--- src/rtl/eral_pkg.sv ---
package eral_pkg;

   typedef enum logic [1:0] {
      RX_IDLE  = 2'd0,
      RX_SHIFT = 2'd1,
      RX_DONE  = 2'd2
   } rx_state_t;

   typedef enum logic [1:0] {
      ER_IDLE  = 2'd0,
      ER_WAIT  = 2'd1,
      ER_WRITE = 2'd2
   } er_state_t;

   // opcode 00 followed by address lead 10, in arrival order
   localparam logic [3:0] ERAL_HEAD = 4'b0010;

endpackage

--- src/rtl/eral_sync.sv ---
module eral_sync #(
   parameter int W      = 3,
   parameter int STAGES = 2
) (
   input  logic         clk,
   input  logic         rst_n,
   input  logic [W-1:0] d_i,
   output logic [W-1:0] q_o
);

   if (STAGES < 2) begin : g_bad_stages
      $error("eral_sync: STAGES must be at least 2");
   end

   logic [W-1:0] stage_q [STAGES];

   always_ff @(posedge clk or negedge rst_n) begin
      if (!rst_n) stage_q[0] <= '0;
      else        stage_q[0] <= d_i;
   end

   for (genvar i = 1; i < STAGES; i++) begin : g_stage
      always_ff @(posedge clk or negedge rst_n) begin
         if (!rst_n) stage_q[i] <= '0;
         else        stage_q[i] <= stage_q[i-1];
      end
   end

   assign q_o = stage_q[STAGES-1];

endmodule

--- src/rtl/eral_cmd_rx.sv ---
module eral_cmd_rx
   import eral_pkg::*;
#(
   parameter int ADDR_W = 4
) (
   input  logic clk,
   input  logic rst_n,
   input  logic cs_s,
   input  logic sk_rise,
   input  logic di_s,
   output logic start_seen,
   output logic frame_ok,
   output logic early_hit
);

   localparam int FRAME_W = 2 + ADDR_W;
   localparam int CW      = $clog2(FRAME_W + 1);
   localparam logic [CW-1:0] LAST_IDX = CW'(FRAME_W - 1);
   localparam logic [CW-1:0] EARLY_IDX = CW'(FRAME_W - 2);

   rx_state_t          st_q;
   logic [CW-1:0]      cnt_q;
   logic [FRAME_W-1:0] sh_q;
   logic [FRAME_W-1:0] sh_nx;

   assign sh_nx = {sh_q[FRAME_W-2:0], di_s};

   always_ff @(posedge clk or negedge rst_n) begin
      if (!rst_n) begin
         st_q  <= RX_IDLE;
         cnt_q <= '0;
         sh_q  <= '0;
      end else if (!cs_s) begin
         st_q  <= RX_IDLE;
         cnt_q <= '0;
      end else if (sk_rise) begin
         unique case (st_q)
            RX_IDLE: begin
               if (di_s) begin
                  st_q  <= RX_SHIFT;
                  cnt_q <= '0;
               end
            end
            RX_SHIFT: begin
               sh_q  <= sh_nx;
               cnt_q <= cnt_q + 1'b1;
               if (cnt_q == LAST_IDX) st_q <= RX_DONE;
            end
            default: ;
         endcase
      end
   end

   assign start_seen = (st_q != RX_IDLE);
   assign frame_ok   = (st_q == RX_DONE) && (sh_q[FRAME_W-1 -: 4] == ERAL_HEAD);
   assign early_hit  = cs_s && sk_rise && (st_q == RX_SHIFT) && (cnt_q == EARLY_IDX)
                       && (sh_nx[FRAME_W-2 -: 4] == ERAL_HEAD);

endmodule

--- src/rtl/eral_seq.sv ---
module eral_seq
   import eral_pkg::*;
#(
   parameter int ADDR_W   = 4,
   parameter int BUSY_CYC = 20
) (
   input  logic              clk,
   input  logic              rst_n,
   input  logic              launch,
   output logic              busy,
   output logic              mem_we,
   output logic [ADDR_W-1:0] mem_addr
);

   localparam int BW = $clog2(BUSY_CYC + 1);
   localparam logic [BW-1:0]     WAIT_END = BW'(BUSY_CYC - 1);
   localparam logic [ADDR_W-1:0] ADDR_END = '1;

   er_state_t      st_q;
   logic [BW-1:0]  wcnt_q;
   logic [ADDR_W-1:0] addr_q;

   always_ff @(posedge clk or negedge rst_n) begin
      if (!rst_n) begin
         st_q   <= ER_IDLE;
         wcnt_q <= '0;
         addr_q <= '0;
      end else begin
         unique case (st_q)
            ER_IDLE: begin
               if (launch) begin
                  st_q   <= ER_WAIT;
                  wcnt_q <= '0;
               end
            end
            ER_WAIT: begin
               if (wcnt_q == WAIT_END) begin
                  st_q   <= ER_WRITE;
                  addr_q <= '0;
               end else begin
                  wcnt_q <= wcnt_q + 1'b1;
               end
            end
            ER_WRITE: begin
               if (addr_q == ADDR_END) st_q <= ER_IDLE;
               else                    addr_q <= addr_q + 1'b1;
            end
            default: st_q <= ER_IDLE;
         endcase
      end
   end

   assign busy     = (st_q != ER_IDLE);
   assign mem_we   = (st_q == ER_WRITE);
   assign mem_addr = addr_q;

endmodule

--- src/rtl/eral_status.sv ---
module eral_status #(
   parameter int MIN_CSL_CYC = 4
) (
   input  logic clk,
   input  logic rst_n,
   input  logic cs_s,
   input  logic cs_rise,
   input  logic cs_fall,
   input  logic launch,
   input  logic start_seen,
   input  logic frame_ok,
   input  logic busy,
   output logic do_o,
   output logic do_oe
);

   localparam int LW = $clog2(MIN_CSL_CYC + 1);
   localparam logic [LW-1:0] LOW_MIN = LW'(MIN_CSL_CYC);

   logic [LW-1:0] low_q;
   logic          show_q;
   logic          armed_q;

   always_ff @(posedge clk or negedge rst_n) begin
      if (!rst_n) begin
         low_q   <= '0;
         show_q  <= 1'b0;
         armed_q <= 1'b0;
      end else begin
         if (cs_s)                 low_q <= '0;
         else if (low_q < LOW_MIN) low_q <= low_q + 1'b1;

         if (cs_rise) show_q <= (low_q >= LOW_MIN);

         if (launch)                                  armed_q <= 1'b1;
         else if (cs_fall && start_seen && !frame_ok) armed_q <= 1'b0;
      end
   end

   assign do_oe = cs_s && show_q && armed_q && !start_seen;
   assign do_o  = !busy;

endmodule

--- src/rtl/eral_engine.sv ---
module eral_engine #(
   parameter int ADDR_W      = 4,
   parameter int DATA_W      = 8,
   parameter int MIN_CSL_CYC = 4,
   parameter int BUSY_CYC    = 20,
   parameter int SYNC_STAGES = 2,
   parameter bit EARLY_START = 1'b0
) (
   input  logic              clk,
   input  logic              rst_n,
   input  logic              cs_i,
   input  logic              sk_i,
   input  logic              di_i,
   output logic              do_o,
   output logic              do_oe_o,
   output logic              mem_we_o,
   output logic [ADDR_W-1:0] mem_addr_o,
   output logic [DATA_W-1:0] mem_wdata_o
);

   if (ADDR_W < 3) begin : g_bad_addr
      $error("eral_engine: ADDR_W must be at least 3");
   end
   if (MIN_CSL_CYC < 1) begin : g_bad_csl
      $error("eral_engine: MIN_CSL_CYC must be at least 1");
   end
   if (BUSY_CYC < 1) begin : g_bad_busy
      $error("eral_engine: BUSY_CYC must be at least 1");
   end
   if (DATA_W < 1) begin : g_bad_data
      $error("eral_engine: DATA_W must be at least 1");
   end

   logic [2:0] pins_s;
   logic       cs_s, sk_s, di_s;
   logic       cs_d, sk_d;
   logic       cs_rise, cs_fall, sk_rise;
   logic       start_seen, frame_ok, early_hit;
   logic       go, launch, busy;

   eral_sync #(.W(3), .STAGES(SYNC_STAGES)) u_sync (
      .clk   (clk),
      .rst_n (rst_n),
      .d_i   ({cs_i, sk_i, di_i}),
      .q_o   (pins_s)
   );

   assign cs_s = pins_s[2];
   assign sk_s = pins_s[1];
   assign di_s = pins_s[0];

   always_ff @(posedge clk or negedge rst_n) begin
      if (!rst_n) begin
         cs_d <= 1'b0;
         sk_d <= 1'b0;
      end else begin
         cs_d <= cs_s;
         sk_d <= sk_s;
      end
   end

   assign cs_rise = cs_s && !cs_d;
   assign cs_fall = !cs_s && cs_d;
   assign sk_rise = sk_s && !sk_d;

   eral_cmd_rx #(.ADDR_W(ADDR_W)) u_rx (
      .clk        (clk),
      .rst_n      (rst_n),
      .cs_s       (cs_s),
      .sk_rise    (sk_rise),
      .di_s       (di_s),
      .start_seen (start_seen),
      .frame_ok   (frame_ok),
      .early_hit  (early_hit)
   );

   if (EARLY_START) begin : g_go_early
      assign go = early_hit;
   end else begin : g_go_deselect
      assign go = cs_fall && frame_ok;
   end

   assign launch = go && !busy;

   eral_seq #(.ADDR_W(ADDR_W), .BUSY_CYC(BUSY_CYC)) u_seq (
      .clk      (clk),
      .rst_n    (rst_n),
      .launch   (launch),
      .busy     (busy),
      .mem_we   (mem_we_o),
      .mem_addr (mem_addr_o)
   );

   eral_status #(.MIN_CSL_CYC(MIN_CSL_CYC)) u_status (
      .clk        (clk),
      .rst_n      (rst_n),
      .cs_s       (cs_s),
      .cs_rise    (cs_rise),
      .cs_fall    (cs_fall),
      .launch     (launch),
      .start_seen (start_seen),
      .frame_ok   (frame_ok),
      .busy       (busy),
      .do_o       (do_o),
      .do_oe      (do_oe_o)
   );

   assign mem_wdata_o = '1;

endmodule

--- config.mk ---
export PLATFORM = sky130hd
export DESIGN_NAME = eral_engine
export DESIGN_NICKNAME = d
export VERILOG_FILES = /design/src/rtl/eral_pkg.sv /design/src/rtl/eral_sync.sv /design/src/rtl/eral_cmd_rx.sv /design/src/rtl/eral_seq.sv /design/src/rtl/eral_status.sv /design/src/rtl/eral_engine.sv
export SDC_FILE = /design/constraint.sdc
export NUM_CORES = 1
export LEC_CHECK = 0
export ABC_AREA = 0
export CAP_MARGIN = 30
export CORE_UTILIZATION = 55
export CTS_CLUSTER_SIZE = 10
export DETAILED_ROUTE_END_ITERATION = 10
export PLACE_DENSITY = 0.78
export SLEW_MARGIN = 20
export SYNTH_ARGS = -nofsm -noshare
export SYNTH_HDL_FRONTEND = slang
export SYNTH_HIERARCHICAL = 1
export SYNTH_SLANG_ARGS = --single-unit
--- constraint.sdc ---
create_clock -name clk -period 1.9 [get_ports clk]
set_input_delay 0.19 -clock clk [delete_from_list [all_inputs] [get_ports clk]]
set_output_delay 0.19 -clock clk [all_outputs]
set_load 0.01 [all_outputs]
Word-level counts from Yosys, hierarchy flattened
Index checks and enable logic that the tools add are counted.
- bits in registers: 35
- bits in latches: 0
- memory bits (writable): 0
- bits in read-only memories: 0
- input bits: 5
- word-level logic and storage cells: 90
- memories: 0
- add/subtract/negate cells: 4
- multiply operators: 0
- divide/modulo/power cells: 0
- magnitude comparators: 2
- eq/ne operators: 17
- shifts and indexed selects: 0
- multiplexer cells: 23
- bitwise gates (word level): 0
- reduce and logical (&&, ||, !) cells: 31
- operators by type and width (operator ; count):
    2-to-1 mux 3 bit ; 5
    AND reduction 3 bit ; 5
    2-to-1 mux 2 bit ; 7
    nonzero test 2 bit ; 6
    logical AND 1 bit ; 11
    2-to-1 mux 5 bit ; 2
    case mux 5 bit (2 select lines) ; 1
    2-to-1 mux 4 bit ; 2
    != test 2 bit, second input constant ; 4
    case mux 4 bit (2 select lines) ; 1
    adder 3 x 1 -> 3 bit, second input constant ; 2
    zero test 1 bit ; 6
    case mux 2 bit (3 select lines) ; 1
    case mux 3 bit (2 select lines) ; 1
    adder 5 x 1 -> 5 bit, second input constant ; 1
    == test 5 bit, second input constant ; 1
    adder 4 x 1 -> 4 bit, second input constant ; 1
    == test 2 x 1 -> 1 bit, second input constant ; 2
    == test 2 bit, second input constant ; 2
    == test 4 x 2 -> 1 bit, second input constant ; 1
    == test 4 bit, second input constant ; 1
    zero test 2 bit ; 2
    != test 2 x 1 -> 1 bit, second input constant ; 2
    case mux 2 bit (2 select lines) ; 1
    other kinds (8) ; 9

Depth between registers and ports, before layout
- depth in word-level cells: 6
- depth in mapped cells: 6
- depth with buffers taken out: 6

Hierarchy
The synthesis kept the hierarchy.
- modules (own cells, without submodules) (module ; times used ; cells an instance ; area each (um^2)):
    eral_seq ; 1 ; 60 ; 603.1
    eral_cmd_rx ; 1 ; 46 ; 583.1
    eral_status ; 1 ; 21 ; 230.2
    eral_sync ; 1 ; 9 ; 172.7
    eral_engine ; 1 ; 15 ; 146.4

Worst setup path before layout
No wires, ideal clock.
- kind: register -> register
- from: reg u_seq.st_q[0]
- to: reg u_seq.wcnt_q[2]
- arrival time: 1446 ps
- slack: 324 ps
- stages on the path, launching flop included: 7
- buffers on the path: 1
- period minus slack after synthesis: 1576 ps
- path through: dfrtp_1 -> buf_2 -> or2_1 -> and4bb_2 -> o21bai_1 -> o21ai_0 -> o31ai_2
- cells in the longest elaborated chain, start to end: 5
- elaborated cells between the ends (all ways): 10
- ends and longest elaborated chain (element ; RTL line ; text):
    start: declaration ; eral_seq.sv:19 ; er_state_t st_q;
    start signal: assignment ; eral_seq.sv:25 ; st_q <= ER_IDLE;
    start signal: assignment ; eral_seq.sv:32 ; st_q <= ER_WAIT;
    start signal: assignment ; eral_seq.sv:38 ; st_q <= ER_WRITE;
    nonzero test 2 bit ; eral_seq.sv:53 ; assign busy = (st_q != ER_IDLE);
    named net busy ; eral_engine.sv:39 ; logic go, launch, busy;
    zero test 1 bit ; eral_engine.sv:83 ; assign launch = go && !busy;
    logical AND 1 bit ; eral_engine.sv:83 ;
    named net launch ; eral_engine.sv:39 ;
    != test 2 bit (no line) ; n/a ;
    AND reduction 3 bit (no line) ; n/a ;
    end signal: assignment ; eral_seq.sv:41 ; wcnt_q <= wcnt_q + 1'b1;
    end: declaration ; eral_seq.sv:20 ; logic [BW-1:0] wcnt_q;
The timed path passes the listed nets, and every way through them passes these cells.
A chain may end at the register's enable or synchronous reset.

Worst setup path in the final report
- from: reg u_seq.st_q[0]
- to: out mem_we_o
- cells in the longest elaborated chain, start to end: 1
- ends and longest elaborated chain (element ; RTL line ; text):
    == test 2 bit ; eral_seq.sv:54 ; assign mem_we = (st_q == ER_WRITE);
    end: declaration ; eral_engine.sv:16 ; output logic mem_we_o,
Every way passes these cells.

==> results.sh <==
export IMPL_outcome="finished, violations left"
export IMPL_violations="DRC"
export IMPL_hold_path_class="primary input to asynchronous set/reset pin"
export IMPL_cts_tree="done"
export IMPL_die_area_um2=3351
export IMPL_via_per_inst=5.503
export IMPL_globalplace_congestion=0.7897
export IMPL_grt_pass1_wl_um=4623
export IMPL_multiInputGateArea_um2=747.0
export IMPL_setup_tns_final_ps=0
export IMPL_final_cell_mix="dfrtp_1, clkdlybuf4s50_1"
export IMPL_grt_pass1_vias=1043
export IMPL_min_period_over_period_pct=95.36
export IMPL_postRouteAntennaNets=0
export IMPL_path_cells="nand2b_1 -> inv_2 -> clkdlybuf4s50_1"
export IMPL_h_tree_depth=2
export IMPL_grt_max_degree=36
export IMPL_power_density_nw_per_um2=667.7
export IMPL_die_w_um=57.89
export IMPL_hpwl_um=1900
export IMPL_drive_gt1_share_pct=19.88
export IMPL_total_leakage_power_nw=0.9147
export IMPL_overflow=0
export IMPL_cpPeakStageDelay_ps=540
export IMPL_post_route_util_pct=66.18
export IMPL_io_buffers=11
export IMPL_syn_cell_area_um2=1718
export IMPL_ios=20
export IMPL_numCtsBuffers=5
export IMPL_grt_usage_pct=18.75
export IMPL_finalCriticalPeriod_ps=1812
export IMPL_cts_path_max_buffers=2
export IMPL_drc_errors=1
export IMPL_hold_slack_ps=259.5
export IMPL_start_kind="flip-flop"
export IMPL_fillCellCount=223
export IMPL_die_h_um=57.89
export IMPL_clk_pin_slew_ps=90
export IMPL_required_ps=1710
export IMPL_finalSetupViolCount=0
export IMPL_core_um2=2853
export IMPL_start_util_pct=60.22
export IMPL_drtIter0Drc=50
export IMPL_postCtsHoldBufs=0
export IMPL_hold_viol=0
export IMPL_final_setup_skew_ps=1.600
export IMPL_vdd_drop_max_mv=0.5083
export IMPL_grt_setup_unrepaired="false"
export IMPL_diodes=0
export IMPL_vias=1084
export IMPL_avgRoutedWirePerCell_um=13.14
export IMPL_worst_skew_pair_late_latency_ps=330
export IMPL_synth_warning_count=6
export IMPL_first_pass_iters=7
export IMPL_worstPathArrival_ps=1620
export IMPL_max_cap_viol_count=0
export IMPL_criticalPathCategory="flip-flop to primary output"
export IMPL_crit_fanout=5
export IMPL_endpoint_kind="primary output"
export IMPL_finalWirelength_um=2588
export IMPL_max_freq_mhz=551.9
export IMPL_slew_viol_final=0
export IMPL_seq_area_um2=879.6
export IMPL_fp_row_count=19
export IMPL_clock_sinks=35
export IMPL_antenna_found_initial=0
export IMPL_area_growth_pct=9.905
export IMPL_synth_cells=148
export IMPL_crit_slowest_cell="clkdlybuf4s50_1"
export IMPL_layout_commonest_cell="dfrtp_1"
export IMPL_cts_root_buf="clkbuf_4"
export IMPL_syn_avg_cell_area_um2=11.61
export IMPL_nets=177
-- registers in the layout, summed over array words and instances, names as in the netlist, 3 cells and up --
register,flops
u_rx/cnt_q,3
u_rx/sh_q,6
u_seq/mem_addr,4
u_seq/wcnt_q,5
u_status/low_q,3
u_sync/q_o,3
u_sync/stage_q,3
-- power by group --
group	internal, mW	switching, mW	leakage, nW	total, mW
registers	0.776	0.0257	0.461	0.802
clock network	0.144	0.222	0.0293	0.366
logic	0.0443	0.0483	0.424	0.0926
total	0.965	0.296	0.915	1.26
-- routing by layer --
metal / track usage, % / share of wire, % / vias to the layer above
met2: 29.39 / 49 / 16
met4: 9.184 / 2.5 / 0
met1: 23.10 / 45 / 532
met3: 6.696 / 3.8 / 6
li1: - / - / 530
met5: 0 / 0 / -
-- worst paths after layout --
kind	slack, ps	to	cells after the start	start
min in group clk	290	u_sync/stage_q[4]$_DFF_PN0_	1	sk_i
worst max-delay path	90	mem_we_o	3	u_seq/st_q[0]$_DFFE_PN0P_
worst min register to register	360	u_sync/q_o[0]$_DFF_PN0_	0	u_sync/stage_q[3]$_DFF_PN0_
worst min-delay path	260	u_rx/cnt_q[0]$_DFFE_PN0P_	2	rst_n
max in group asynchronous	1310	u_seq/st_q[1]$_DFFE_PN0P_	2	rst_n
worst max register to register	180	u_seq/wcnt_q[2]$_DFFE_PN0P_	6	u_rx/st_q[0]$_DFFE_PN0P_
-- metrics by stage --
| step | total power [mW] | std cells | setup WS, ps | cell area [um2] |
|---|---|---|---|---|
| 6_report | 1.261 | 197 | 88.17 | 1888 |
| 5_1_grt | 1.333 | 197 | 10.18 | 1888 |
| 4_1_cts | 1.286 | 195 | 7.001 | 1872 |
| 3_5_place_dp | 0.9108 | 187 | 150.3 | 1821 |
| 3_3_place_gp | 0.9024 | 187 | 206.6 | 1821 |
| 2_1_floorplan | 0.8868 | 155 | 323.6 | 1744 |
-- worst max-delay path, delay by kind of cell, from the launching register on --
| kind | cells | cell delay (ps) |
|---|---|---|
| buffers and inverters | 2 | 650 |
| flip-flops | 1 | 440 |
| AND/OR/NAND/NOR | 1 | 200 |
-- cell type report --
cell class / instances / share of cell area (%)
sequential: 35 / 46.59
multi-input combinational: 99 / 39.56
timing repair buffer: 15 / 7.356
clock buffer: 7 / 2.386
tap: 31 / 2.054
inverter: 9 / 1.789
clock inverter: 1 / 0.2651
-- repair_timing --
item                                    4_1_cts  5_1_grt
hold endpoints to repair                      0        0
endpoints found under the setup margin        2        2
cloned                                        0        0
gates resized for setup                       3        1
setup buffers                                 0        2
(Power assumes the default switching activity.)
